## src/rtl/i2cs_pkg.sv

```systemverilog
package i2cs_pkg;
   typedef enum logic [2:0] {
      ST_IDLE, ST_ADDR, ST_ADDR_ACK, ST_RX, ST_RX_ACK, ST_TX_LOAD, ST_TX, ST_TX_ACK
   } bus_state_e;

   localparam logic [7:0] STAT_NONE       = 8'hF8;
   localparam logic [7:0] STAT_OWN_W      = 8'h60;
   localparam logic [7:0] STAT_GC         = 8'h70;
   localparam logic [7:0] STAT_RX_ACK     = 8'h80;
   localparam logic [7:0] STAT_RX_NACK    = 8'h88;
   localparam logic [7:0] STAT_GC_RX_ACK  = 8'h90;
   localparam logic [7:0] STAT_GC_RX_NACK = 8'h98;
   localparam logic [7:0] STAT_STOP       = 8'hA0;
   localparam logic [7:0] STAT_OWN_R      = 8'hA8;
   localparam logic [7:0] STAT_TX_ACK     = 8'hB8;
   localparam logic [7:0] STAT_TX_NACK    = 8'hC0;

   localparam int CTL_EN  = 6;
   localparam int CTL_STA = 5;
   localparam int CTL_STO = 4;
   localparam int CTL_SI  = 3;
   localparam int CTL_AA  = 2;

   localparam int REG_CSET  = 0;
   localparam int REG_CCLR  = 1;
   localparam int REG_STAT  = 2;
   localparam int REG_DATA  = 3;
   localparam int REG_SLOT0 = 4;
endpackage

```

## src/rtl/i2cs_line_filter.sv

```systemverilog
module i2cs_line_filter #(
   parameter int SYNC_STAGES = 2,
   parameter int FILT_LEN    = 3
) (
   input  logic clk,
   input  logic rst_n,
   input  logic pin_i,
   output logic level_o
);
   generate
      if (SYNC_STAGES < 2 || FILT_LEN < 1) begin : g_bad_cfg
         $error("i2cs_line_filter: SYNC_STAGES must be >= 2 and FILT_LEN >= 1");
      end
   endgenerate

   logic [SYNC_STAGES-1:0] sync_q;

   always_ff @(posedge clk or negedge rst_n) begin
      if (!rst_n) sync_q <= '1;
      else        sync_q <= {sync_q[SYNC_STAGES-2:0], pin_i};
   end

   generate
      if (FILT_LEN == 1) begin : g_nofilt
         always_ff @(posedge clk or negedge rst_n) begin
            if (!rst_n) level_o <= 1'b1;
            else        level_o <= sync_q[SYNC_STAGES-1];
         end
      end else begin : g_filt
         logic [FILT_LEN-1:0] win_q;
         always_ff @(posedge clk or negedge rst_n) begin
            if (!rst_n) begin
               win_q   <= '1;
               level_o <= 1'b1;
            end else begin
               win_q <= {win_q[FILT_LEN-2:0], sync_q[SYNC_STAGES-1]};
               if (&win_q)       level_o <= 1'b1;
               else if (~|win_q) level_o <= 1'b0;
            end
         end
      end
   endgenerate
endmodule

```

## src/rtl/i2cs_addr_match.sv

```systemverilog
module i2cs_addr_match #(
   parameter int NUM_SLOTS = 4
) (
   input  logic [7:0]                  rx_byte,
   input  logic [NUM_SLOTS-1:0][7:0]   slot_addr,
   input  logic [NUM_SLOTS-1:0][6:0]   slot_mask,
   output logic                        own_hit,
   output logic                        gc_hit
);
   logic [NUM_SLOTS-1:0] slot_hit;
   logic [NUM_SLOTS-1:0] slot_gc;

   for (genvar i = 0; i < NUM_SLOTS; i++) begin : g_slot
      assign slot_hit[i] = ((rx_byte[7:1] ^ slot_addr[i][7:1]) & ~slot_mask[i]) == 7'd0;
      assign slot_gc[i]  = slot_addr[i][0];
   end

   assign own_hit = |slot_hit;
   assign gc_hit  = (rx_byte == 8'h00) && (|slot_gc);
endmodule

```

## src/rtl/i2c_multi_target.sv

```systemverilog
module i2c_multi_target
   import i2cs_pkg::*;
#(
   parameter int NUM_SLOTS   = 4,
   parameter int SYNC_STAGES = 2,
   parameter int FILT_LEN    = 3,
   parameter int REG_AW      = 4
) (
   input  logic              clk,
   input  logic              rst_n,
   input  logic              scl_i,
   input  logic              sda_i,
   output logic              scl_oe,
   output logic              sda_oe,
   input  logic [REG_AW-1:0] reg_addr,
   input  logic              reg_we,
   input  logic [7:0]        reg_wdata,
   output logic [7:0]        reg_rdata,
   output logic              irq
);
   localparam int NUM_REGS = REG_SLOT0 + 2 * NUM_SLOTS;

   generate
      if (NUM_SLOTS < 1 || NUM_REGS > (1 << REG_AW)) begin : g_bad_cfg
         $error("i2c_multi_target: register map does not fit REG_AW");
      end
   endgenerate

   // line conditioning and condition detection
   logic scl_f, sda_f, scl_d, sda_d;

   i2cs_line_filter #(.SYNC_STAGES(SYNC_STAGES), .FILT_LEN(FILT_LEN)) u_scl_filt (
      .clk(clk), .rst_n(rst_n), .pin_i(scl_i), .level_o(scl_f));
   i2cs_line_filter #(.SYNC_STAGES(SYNC_STAGES), .FILT_LEN(FILT_LEN)) u_sda_filt (
      .clk(clk), .rst_n(rst_n), .pin_i(sda_i), .level_o(sda_f));

   always_ff @(posedge clk or negedge rst_n) begin
      if (!rst_n) begin
         scl_d <= 1'b1;
         sda_d <= 1'b1;
      end else begin
         scl_d <= scl_f;
         sda_d <= sda_f;
      end
   end

   logic ctl_en, ctl_sta, ctl_sto, ctl_aa, ctl_si, stretch;
   logic start_det, stop_det, scl_rise, scl_fall;

   assign start_det = ctl_en && scl_f && scl_d && sda_d && !sda_f;
   assign stop_det  = ctl_en && scl_f && scl_d && !sda_d && sda_f;
   assign scl_rise  = scl_f && !scl_d;
   assign scl_fall  = !scl_f && scl_d;

   // register port decode
   logic wr_cset, wr_cclr, wr_data;
   assign wr_cset = reg_we && (reg_addr == REG_AW'(REG_CSET));
   assign wr_cclr = reg_we && (reg_addr == REG_AW'(REG_CCLR));
   assign wr_data = reg_we && (reg_addr == REG_AW'(REG_DATA));

   logic [NUM_SLOTS-1:0][7:0] addr_q;
   logic [NUM_SLOTS-1:0][7:0] mask_q;
   logic [NUM_SLOTS-1:0][6:0] mask_bits;

   for (genvar i = 0; i < NUM_SLOTS; i++) begin : g_mask
      assign mask_bits[i] = mask_q[i][7:1];
   end

   always_ff @(posedge clk or negedge rst_n) begin
      if (!rst_n) begin
         ctl_en  <= 1'b0;
         ctl_sta <= 1'b0;
         ctl_sto <= 1'b0;
         ctl_aa  <= 1'b0;
         addr_q  <= '0;
         mask_q  <= '0;
      end else begin
         if (wr_cset) begin
            if (reg_wdata[CTL_EN])  ctl_en  <= 1'b1;
            if (reg_wdata[CTL_STA]) ctl_sta <= 1'b1;
            if (reg_wdata[CTL_STO]) ctl_sto <= 1'b1;
            if (reg_wdata[CTL_AA])  ctl_aa  <= 1'b1;
         end
         if (wr_cclr) begin
            if (reg_wdata[CTL_EN])  ctl_en  <= 1'b0;
            if (reg_wdata[CTL_STA]) ctl_sta <= 1'b0;
            if (reg_wdata[CTL_STO]) ctl_sto <= 1'b0;
            if (reg_wdata[CTL_AA])  ctl_aa  <= 1'b0;
         end
         for (int i = 0; i < NUM_SLOTS; i++) begin
            if (reg_we && reg_addr == REG_AW'(REG_SLOT0 + i))             addr_q[i] <= reg_wdata;
            if (reg_we && reg_addr == REG_AW'(REG_SLOT0 + NUM_SLOTS + i)) mask_q[i] <= reg_wdata;
         end
      end
   end

   // address comparison
   logic [7:0] shift_q;
   logic       own_hit, gc_hit;

   i2cs_addr_match #(.NUM_SLOTS(NUM_SLOTS)) u_match (
      .rx_byte(shift_q), .slot_addr(addr_q), .slot_mask(mask_bits),
      .own_hit(own_hit), .gc_hit(gc_hit));

   // bus sequencer, flag and status
   bus_state_e state;
   logic [3:0] bitcnt;
   logic       is_gc, ack_q, addressed;
   logic [7:0] status_q, data_q;

   always_ff @(posedge clk or negedge rst_n) begin
      if (!rst_n) begin
         state     <= ST_IDLE;
         bitcnt    <= '0;
         shift_q   <= '0;
         is_gc     <= 1'b0;
         ack_q     <= 1'b0;
         addressed <= 1'b0;
         sda_oe    <= 1'b0;
         ctl_si    <= 1'b0;
         stretch   <= 1'b0;
         status_q  <= STAT_NONE;
         data_q    <= '0;
      end else begin
         if (wr_data) data_q <= reg_wdata;
         if (wr_cclr && reg_wdata[CTL_SI]) begin
            ctl_si   <= 1'b0;
            stretch  <= 1'b0;
            status_q <= STAT_NONE;
         end
         if (!ctl_en) begin
            state     <= ST_IDLE;
            sda_oe    <= 1'b0;
            addressed <= 1'b0;
            stretch   <= 1'b0;
         end else if (start_det || stop_det) begin
            if (addressed) begin
               ctl_si   <= 1'b1;
               stretch  <= 1'b0;
               status_q <= STAT_STOP;
            end
            addressed <= 1'b0;
            sda_oe    <= 1'b0;
            bitcnt    <= '0;
            state     <= start_det ? ST_ADDR : ST_IDLE;
         end else begin
            unique case (state)
               ST_ADDR, ST_RX: begin
                  if (scl_rise) begin
                     shift_q <= {shift_q[6:0], sda_f};
                     bitcnt  <= bitcnt + 4'd1;
                  end else if (scl_fall && bitcnt == 4'd8) begin
                     if (state == ST_RX) begin
                        data_q <= shift_q;
                        ack_q  <= ctl_aa;
                        sda_oe <= ctl_aa;
                        state  <= ST_RX_ACK;
                     end else if (ctl_aa && (own_hit || gc_hit)) begin
                        is_gc  <= !own_hit;
                        sda_oe <= 1'b1;
                        state  <= ST_ADDR_ACK;
                     end else begin
                        state  <= ST_IDLE;
                     end
                  end
               end
               ST_ADDR_ACK: if (scl_fall) begin
                  sda_oe    <= 1'b0;
                  ctl_si    <= 1'b1;
                  stretch   <= 1'b1;
                  addressed <= 1'b1;
                  bitcnt    <= '0;
                  status_q  <= is_gc ? STAT_GC : (shift_q[0] ? STAT_OWN_R : STAT_OWN_W);
                  state     <= shift_q[0] ? ST_TX_LOAD : ST_RX;
               end
               ST_RX_ACK: if (scl_fall) begin
                  sda_oe   <= 1'b0;
                  ctl_si   <= 1'b1;
                  stretch  <= 1'b1;
                  bitcnt   <= '0;
                  status_q <= is_gc ? (ack_q ? STAT_GC_RX_ACK : STAT_GC_RX_NACK)
                                    : (ack_q ? STAT_RX_ACK : STAT_RX_NACK);
                  if (!ack_q) addressed <= 1'b0;
                  state    <= ack_q ? ST_RX : ST_IDLE;
               end
               ST_TX_LOAD: if (!ctl_si) begin
                  shift_q <= data_q;
                  sda_oe  <= ~data_q[7];
                  bitcnt  <= '0;
                  state   <= ST_TX;
               end
               ST_TX: if (scl_fall) begin
                  if (bitcnt == 4'd7) begin
                     sda_oe <= 1'b0;
                     state  <= ST_TX_ACK;
                  end else begin
                     shift_q <= {shift_q[6:0], 1'b0};
                     sda_oe  <= ~shift_q[6];
                     bitcnt  <= bitcnt + 4'd1;
                  end
               end
               ST_TX_ACK: begin
                  if (scl_rise) ack_q <= !sda_f;
                  else if (scl_fall) begin
                     ctl_si   <= 1'b1;
                     stretch  <= 1'b1;
                     status_q <= ack_q ? STAT_TX_ACK : STAT_TX_NACK;
                     if (!ack_q) addressed <= 1'b0;
                     state    <= ack_q ? ST_TX_LOAD : ST_IDLE;
                  end
               end
               default: ;
            endcase
         end
      end
   end

   assign scl_oe = (ctl_si && stretch) || (state == ST_TX_LOAD);
   assign irq    = ctl_si;

   always_comb begin
      reg_rdata = '0;
      if (reg_addr == REG_AW'(REG_CSET))
         reg_rdata = {1'b0, ctl_en, ctl_sta, ctl_sto, ctl_si, ctl_aa, 2'b00};
      if (reg_addr == REG_AW'(REG_STAT)) reg_rdata = status_q;
      if (reg_addr == REG_AW'(REG_DATA)) reg_rdata = data_q;
      for (int i = 0; i < NUM_SLOTS; i++) begin
         if (reg_addr == REG_AW'(REG_SLOT0 + i))             reg_rdata = addr_q[i];
         if (reg_addr == REG_AW'(REG_SLOT0 + NUM_SLOTS + i)) reg_rdata = mask_q[i];
      end
   end

   // checks next to the sequencer
   assert_sda_rise_scl_low_R12: assert property (@(posedge clk) disable iff (!rst_n)
      $rose(sda_oe) |-> !scl_f);

   assert_event_has_code_R3: assert property (@(posedge clk) disable iff (!rst_n)
      $rose(ctl_si) |-> status_q != STAT_NONE);

   assert_hold_until_clear_R8: assert property (@(posedge clk) disable iff (!rst_n)
      scl_oe && ctl_si && ctl_en && !wr_cclr |=> scl_oe);

   assert_ack_needs_aa_R10: assert property (@(posedge clk) disable iff (!rst_n)
      $rose(sda_oe) && (state == ST_ADDR_ACK || state == ST_RX_ACK) |-> $past(ctl_aa));

   assert_idle_when_off_R10: assert property (@(posedge clk) disable iff (!rst_n)
      !ctl_en |=> !sda_oe);
endmodule

```

## config.mk

```make
export PLATFORM = sky130hd
export DESIGN_NAME = i2c_multi_target
export DESIGN_NICKNAME = d
export VERILOG_FILES = /design/src/rtl/i2cs_pkg.sv /design/src/rtl/i2cs_line_filter.sv /design/src/rtl/i2cs_addr_match.sv /design/src/rtl/i2c_multi_target.sv
export SDC_FILE = /design/constraint.sdc
export NUM_CORES = 1
export LEC_CHECK = 0
export CAP_MARGIN = 20
export CORE_ASPECT_RATIO = 0.8
export CORE_MARGIN = 5
export CORE_UTILIZATION = 30
export CTS_CLUSTER_DIAMETER = 40
export DETAILED_ROUTE_END_ITERATION = 12
export PLACE_DENSITY = 0.56
export SLEW_MARGIN = 20
export SYNTH_ARGS = -nofsm -noshare
export SYNTH_HDL_FRONTEND = slang
export SYNTH_SLANG_ARGS = --single-unit
export TNS_END_PERCENT = 5
```

## constraint.sdc

```tcl
create_clock -name clk -period 3.02 [get_ports clk]
set_clock_uncertainty 0.1 [all_clocks]
set_input_delay 0.906 -clock clk [delete_from_list [all_inputs] [get_ports clk]]
set_output_delay 0.906 -clock clk [all_outputs]
set_load 0.02 [all_outputs]
```

**Yosys cells after proc, flatten, opt, wreduce, memory -nomap -nowiden**

Cells that the tools add are included.

- Register bits: 119
- Latch bits: 0
- Memory bits (writable): 0
- Memory bits (read-only): 0
- Output and inout port bits: 11
- Word-level logic and storage cells: 274
- Memories kept: 0

- $add $sub $neg: 1
- $mul: 0
- Div/mod/pow operators: 0
- $lt $le $gt $ge: 0
- Eq/ne operators: 49
- Shifts and indexed selects: 0
- Multiplexer cells: 120
- Bitwise gates (word level): 17
- Reduce and logical (&&, ||, !) cells: 56

Operators by type and width:

| cell | number |
|---|---|
| $mux W8 | 31 |
| $mux W1 | 53 |
| $pmux W8 S3 | 2 |
| $mux W3 | 14 |
| $ne A4 B4 Y1 const B | 9 |
| $reduce_and A7 Y1 | 5 |
| $mux W4 | 8 |
| $and A7 B7 Y7 | 4 |
| $logic_not A7 Y1 | 4 |
| $not A7 Y7 | 4 |
| $xor A7 B7 Y7 | 4 |
| $logic_and A1 B1 Y1 | 24 |
| $eq A4 B3 Y1 const B | 5 |
| $eq A4 B4 Y1 const B | 5 |
| $pmux W3 S6 | 1 |
| $ne A2 B2 Y1 const B | 8 |
| $pmux W4 S4 | 1 |
| $mux W7 | 2 |
| $eq A3 B3 Y1 const B | 4 |
| $ne A3 B3 Y1 const B | 4 |
| $reduce_and A10 Y1 | 1 |
| $reduce_and A3 Y1 | 3 |
| $eq A4 B2 Y1 const B | 2 |
| $logic_not A8 Y1 | 1 |
| 26 further kinds | 44 |

**Depth between registers and ports, before layout**

- Depth after elaboration: 13
- Gate-level depth with buffers: 8

**Cells and area by module**

Synthesis repeated with hierarchy kept, for this count alone.

- Cell total of the unflattened synthesis: 674
- Area, all modules: 6735.2 um^2

By module, submodules not included:

| module | instances | cells an instance | area an instance (um^2) | seq. area each (um^2) |
|---|---|---|---|---|
| i2c_multi_target | 1 | 592 | 5943.2 | 2686.3 |
| i2cs_addr_match | 1 | 62 | 439.2 | 0.0 |
| i2cs_line_filter | 2 | 10 | 176.4 | 157.7 |

**Worst setup path before layout**

No wires, ideal clock.

- Kind: in2out
- Start point: input reg_addr[0]
- End point: output reg_rdata[4]
- Arrival: 2.425 ns
- Data required time: 2.014 ns
- Path slack: -0.411 ns
- Stages on the path: 8
- Path buffers: 2
- Cells stage by stage: clkbuf_1 -> and2_1 -> clkbuf_1 -> o2bb2ai_1 -> o21ai_0 -> o32ai_1 -> nor2_1 -> o21ai_0

- Longest elaborated chain between the ends: 12

Ends and longest elaborated chain:

| element | line | RTL |
|---|---|---|
| start, declared | i2c_multi_target.sv:15 | `input logic [REG_AW-1:0] reg_addr,` |
| $logic_not A4 Y1 | i2c_multi_target.sv:223 | `if (reg_addr == REG_AW'(REG_CSET))` |
| $mux W7 | i2c_multi_target.sv:223 |  |
| $mux W8 | i2c_multi_target.sv:225 | `if (reg_addr == REG_AW'(REG_STAT)) reg_rdata = status_q;` |
| $mux W8 | i2c_multi_target.sv:226 | `if (reg_addr == REG_AW'(REG_DATA)) reg_rdata = data_q;` |
| $mux W8 | i2c_multi_target.sv:228 | `if (reg_addr == REG_AW'(REG_SLOT0 + i)) reg_rdata = addr_q[i];` |
| $mux W8 | i2c_multi_target.sv:229 | `if (reg_addr == REG_AW'(REG_SLOT0 + NUM_SLOTS + i)) reg_rdata = mask_q[i];` |
| $mux W8 | i2c_multi_target.sv:228 |  |
| $mux W8 | i2c_multi_target.sv:229 |  |
| $mux W8 | i2c_multi_target.sv:228 |  |
| $mux W8 | i2c_multi_target.sv:229 |  |
| $mux W8 | i2c_multi_target.sv:228 |  |
| $mux W8 (*) | i2c_multi_target.sv:229 |  |
| end, declared | i2c_multi_target.sv:18 | `output logic [7:0] reg_rdata,` |

Mark *: on every way between the ends. The rest lies on a longest branch, timed or not.

**Worst setup path after layout**

- Start point: input reg_addr[3]
- End point: output reg_rdata[0]

- Longest elaborated chain between the ends: 11

Ends and longest elaborated chain:

| element | line |
|---|---|
| $eq A4 B2 Y1 | i2c_multi_target.sv:225 |
| $mux W8 | i2c_multi_target.sv:225 |
| $mux W8 | i2c_multi_target.sv:226 |
| $mux W8 | i2c_multi_target.sv:228 |
| $mux W8 | i2c_multi_target.sv:229 |
| $mux W8 | i2c_multi_target.sv:228 |
| $mux W8 | i2c_multi_target.sv:229 |
| $mux W8 | i2c_multi_target.sv:228 |
| $mux W8 | i2c_multi_target.sv:229 |
| $mux W8 | i2c_multi_target.sv:228 |
| $mux W8 (*) | i2c_multi_target.sv:229 |

Marks and branches as above.

==> out/results.txt <==
The flow ran to the end, but the final reports show violations. The final reports fail on setup timing. Setup violations remaining at the end of the flow were counted as 8. The worst-case IR drop observed on VDD is 0.329 mV. The design area was 0.00860 mm². The path with the worst hold slack has its endpoint at u_sda_filt.sync_q[1]. The number of enable-type register cells in the synthesized netlist is 0, and the area of all sequential standard cells is 0.00300 mm². In this run the tightest slew margin relative to its limit is 57.7%. Setup slack on the worst reg-to-reg path comes out at 0.57 ns. The endpoint identified for the worst register-to-register timing path is state[1].

Entering global routing, the biggest net connects 49 pins. The beginning of the worst hold path is u_sda_filt.sync_q[0]. After synthesis, the share of flip-flops with an asynchronous set or reset is 100%. In this run the critical register-to-register path is launched from scl_d. Buffers inserted during clock tree synthesis total 17. The worst hold path belongs to the class register to register. Clock tree root buffer cell: sky130_fd_sc_hd__clkbuf_16.

Data on the critical path is required at its endpoint by 2.01 ns. The tools report the capturing element type of the critical path as an output pin. The shortest clock period the worst path allows after layout is 3.38 ns, and the first-pass GRT wire length is 32100 µm.

The biggest fanout along the worst timing path is 6. Worst-path cell with the longest stage delay: sky130_fd_sc_hd__or3b_4. The share of cells above drive strength 1 works out to 37.9%. Setup repair after global routing could not meet its margin everywhere.

The count of nets left with antenna violations once routing finished came out at 0. After synthesis, flip-flops and latches occupy 45.8% of the total area. The worst stage delay on the critical path is 0.41 ns. At the pin with the least slew margin, the transition time is 0.632 ns. The number of antenna violations at the first check in global routing is 0, and the routed via count divided by cell count is 5.32.

In the layout the commonest cells are sky130_fd_sc_hd__dfrtp_1, sky130_fd_sc_hd__buf_4, sky130_fd_sc_hd__mux2_2. For this run, the number of Yosys warnings is 0. After clock tree synthesis, the clock-pin slew on the worst setup and hold paths is 0.06 ns. Total global routing overflow: 0.

Via count of the first global-routing pass: 5330. The most used flip-flop cell after synthesis is sky130_fd_sc_hd__dfrtp_1. In the final layout, the multi-input gates occupy 0.00352 mm². The number of vias in the routed layout was 5491; the depth of the most critical reg-to-reg path was 7.

The total count of hold-check failures in the final report is 0. The die covers 0.0249 mm². The leakage component of the power was 3.64 nW. TritonCTS built the clock tree. The tools report the total number of clock tree sinks as 119.

The HPWL after detailed placement is 14800 µm. After detailed routing, the total wire length is 20300 µm. Measured on the finished design, the core utilization comes to 39.9%.

For this run, the post-layout net count is 764. A synthesized cell averages 10.2 µm². The core region area was 0.0216 mm²; the post-synthesis instance area was 0.00655 mm². The number of cells traversed by the worst hold path is 0. The first routing iteration left 497 violations. Number of max-slew violations in the final report: 0. The H-tree generated during clock tree synthesis spans 4 levels. Traced cell by cell, the critical path runs through clkdlybuf4s15_2 -> buf_6 -> or3b_4 -> nor2_2 -> a31oi_1 -> a31oi_1 -> o22ai_2 -> nand2_2 -> buf_6. The final cycle utilization of the critical path came out at 112%. The detailed-route wire length per cell was 19.7 µm; the max-cap violation count was 0.

The logs give -0.363 ns for the least setup slack across all paths after layout and 61 for the number of distinct library cells after synthesis. The global-route usage over all layers is 16.7%, and the data arrival at the endpoint of the critical path is 2.38 ns. The logs give 296 MHz for the maximum clock frequency and 645 for the cell count after synthesis.

After detailed placement, the total cell area comes to 0.00775 mm². The logs give 0 for the DRC violation count after routing and 6.36 mW for the post-layout total power. The latest clock arrival within the worst-skew pair came out at 0.42 ns.

Port buffering added 27 buffers. In this run, post-CTS hold repair placed 0 buffers. The synthesized design contains 119 register bits. When the netlist entered floorplanning its net count stood at 664. The area growth from synthesis to final layout works out to 31.3%. Routability-driven placement finished with a final weighted congestion of 0.930. The startpoint type of the worst setup path is an input port.

The floorplan has 48 rows. Measured along the x axis, the die boundary spans 175 µm. Vertical die dimension: 142 µm. The most common cell after layout, fill and taps aside was sky130_fd_sc_hd__dfrtp_1. The filler cell count was 2086. The I/O pin total came out at 28.

The initial utilization of the core area, before any placement, comes to 30.4%. Dividing total power by cell area gives a power density of 739 mW/mm². The worst setup path is of the input port to output pin kind. The clock tree buffer depth came out at 2. 0 antenna diodes ended up in the layout. The pre-antenna-repair detailed-routing pass consisted of 5 iterations.
[repair_timing]
item	in CTS	in global routing
pin swaps	13	15
gates resized for setup	87	22
cloned	3	0
setup endpoints to repair	8	9
buffers inserted	6	1
[state kept, by name (all words and copies together) (netlist names), named ones only]
| register | count |
|---|---|
| mask_bits | 28 |
| status_q | 8 |
| irq | 1 |
| shift_q | 8 |
| scl_d | 1 |
| stretch | 1 |
| u_scl_filt.level_o | 1 |
| sda_oe | 1 |
| u_sda_filt.sync_q | 2 |
| addr_q | 32 |
| u_sda_filt.g_filt.win_q | 3 |
| state | 3 |
| data_q | 8 |
| addressed | 1 |
| bitcnt | 4 |
| ack_q | 1 |
| mask_q | 4 |
| u_scl_filt.sync_q | 2 |
| u_sda_filt.level_o | 1 |
| sda_d | 1 |
| u_scl_filt.g_filt.win_q | 3 |
| is_gc | 1 |
[cells by family after synthesis]
kind of cell,synth area share (%)
and+or+nand+nor,12.5
buffers and inverters,3.34
xor gates and xnor gates,3.88
muxes,17.2
AOI/OAI and AO/OA,16.9
adders and majority gates,0.382
DFF,45.8
[cell type report]
type | instances | share of cell area (%)
multi-input combinational | 472 | 41.0
sequential | 119 | 34.9
timing repair buffer | 123 | 12.5
clock buffer | 21 | 5.35
tap | 275 | 4.00
clock inverter | 11 | 1.73
inverter | 12 | 0.524
[synth_stat cells (all sizes together) (2+ instances only)]
cell type,number,share of area (%)
mux2i,18,2.7
o21ai,52,4.0
mux2,84,14
inv,12,0.69
o22ai,21,2.0
o21bai,2,0.23
nor2,40,2.4
o32a,5,0.76
dfstp,19,7.6
buf,14,1.1
a22o,6,0.80
clkbuf,28,1.6
nor2b,7,0.67
o31ai,2,0.23
nor3,5,0.38
or4,3,0.34
and2,4,0.38
o2bb2ai,4,0.53
a311oi,2,0.53
nand3,17,1.3
nand2b,11,1.2
a31oi,12,1.1
a21oi,34,2.6
and3,9,0.86
dfrtp,100,38
nor3b,5,0.57
a32oi,3,0.40
a22oi,3,0.34
a211oi,2,0.23
nand2,57,3.4
o32ai,2,0.27
xnor2,28,3.7
a221oi,3,0.40
ha,2,0.38
o221ai,3,0.40
nor4,7,0.67
o211ai,2,0.23
[per-layer routing]
layer	up-vias	global-route usage [%]	share of wire, %
li1	2577	-	-
met1	2711	27.1	53
met2	184	21.9	40
met3	19	3.43	6.4
met4	0	4.50	1.1
met5	-	0	0
[report_power, final]
part           internal, mW  leakage [nW]  switching, mW
clock                  1.34         0.289          0.759
sequential             1.99          1.44          0.436
combinational         0.903          1.91          0.934
[worst max path at each step]
stage / to / slack [ns] / startpoint
global placement: reg_rdata[1] / -1.27 / reg_addr[2]
finish: reg_rdata[0] / -0.36 / reg_addr[3]
detailed placement: reg_rdata[1] / -1.22 / reg_addr[2]
CTS: reg_rdata[1] / -0.36 / reg_addr[2]
floorplan: reg_rdata[6] / -0.04 / reg_addr[0]
global route: reg_rdata[0] / -0.45 / reg_addr[3]
[through the flow]
stage | worst slack (ns) | std cells | hold slack, ns | TNS, ns
after global routing | -0.447 | 1033 | 0.259 | -2.87
final | -0.363 | 1033 | 0.255 | -2.32
after floorplan | -0.0385 | 645 | 0.245 | -0.128
after detailed placement | -1.22 | 991 | 0.247 | -9.39
after CTS | -0.364 | 1032 | 0.256 | -2.54
after global placement | -1.27 | 991 | 0.246 | -9.21
[worst max-delay path: cells and delay by family]
family	cells	cell delay [ns]
and+or+nand+nor	3	0.58
buffers and inverters	3	0.47
AOI/OAI and AO/OA	3	0.42
(Power assumes the default switching activity.)
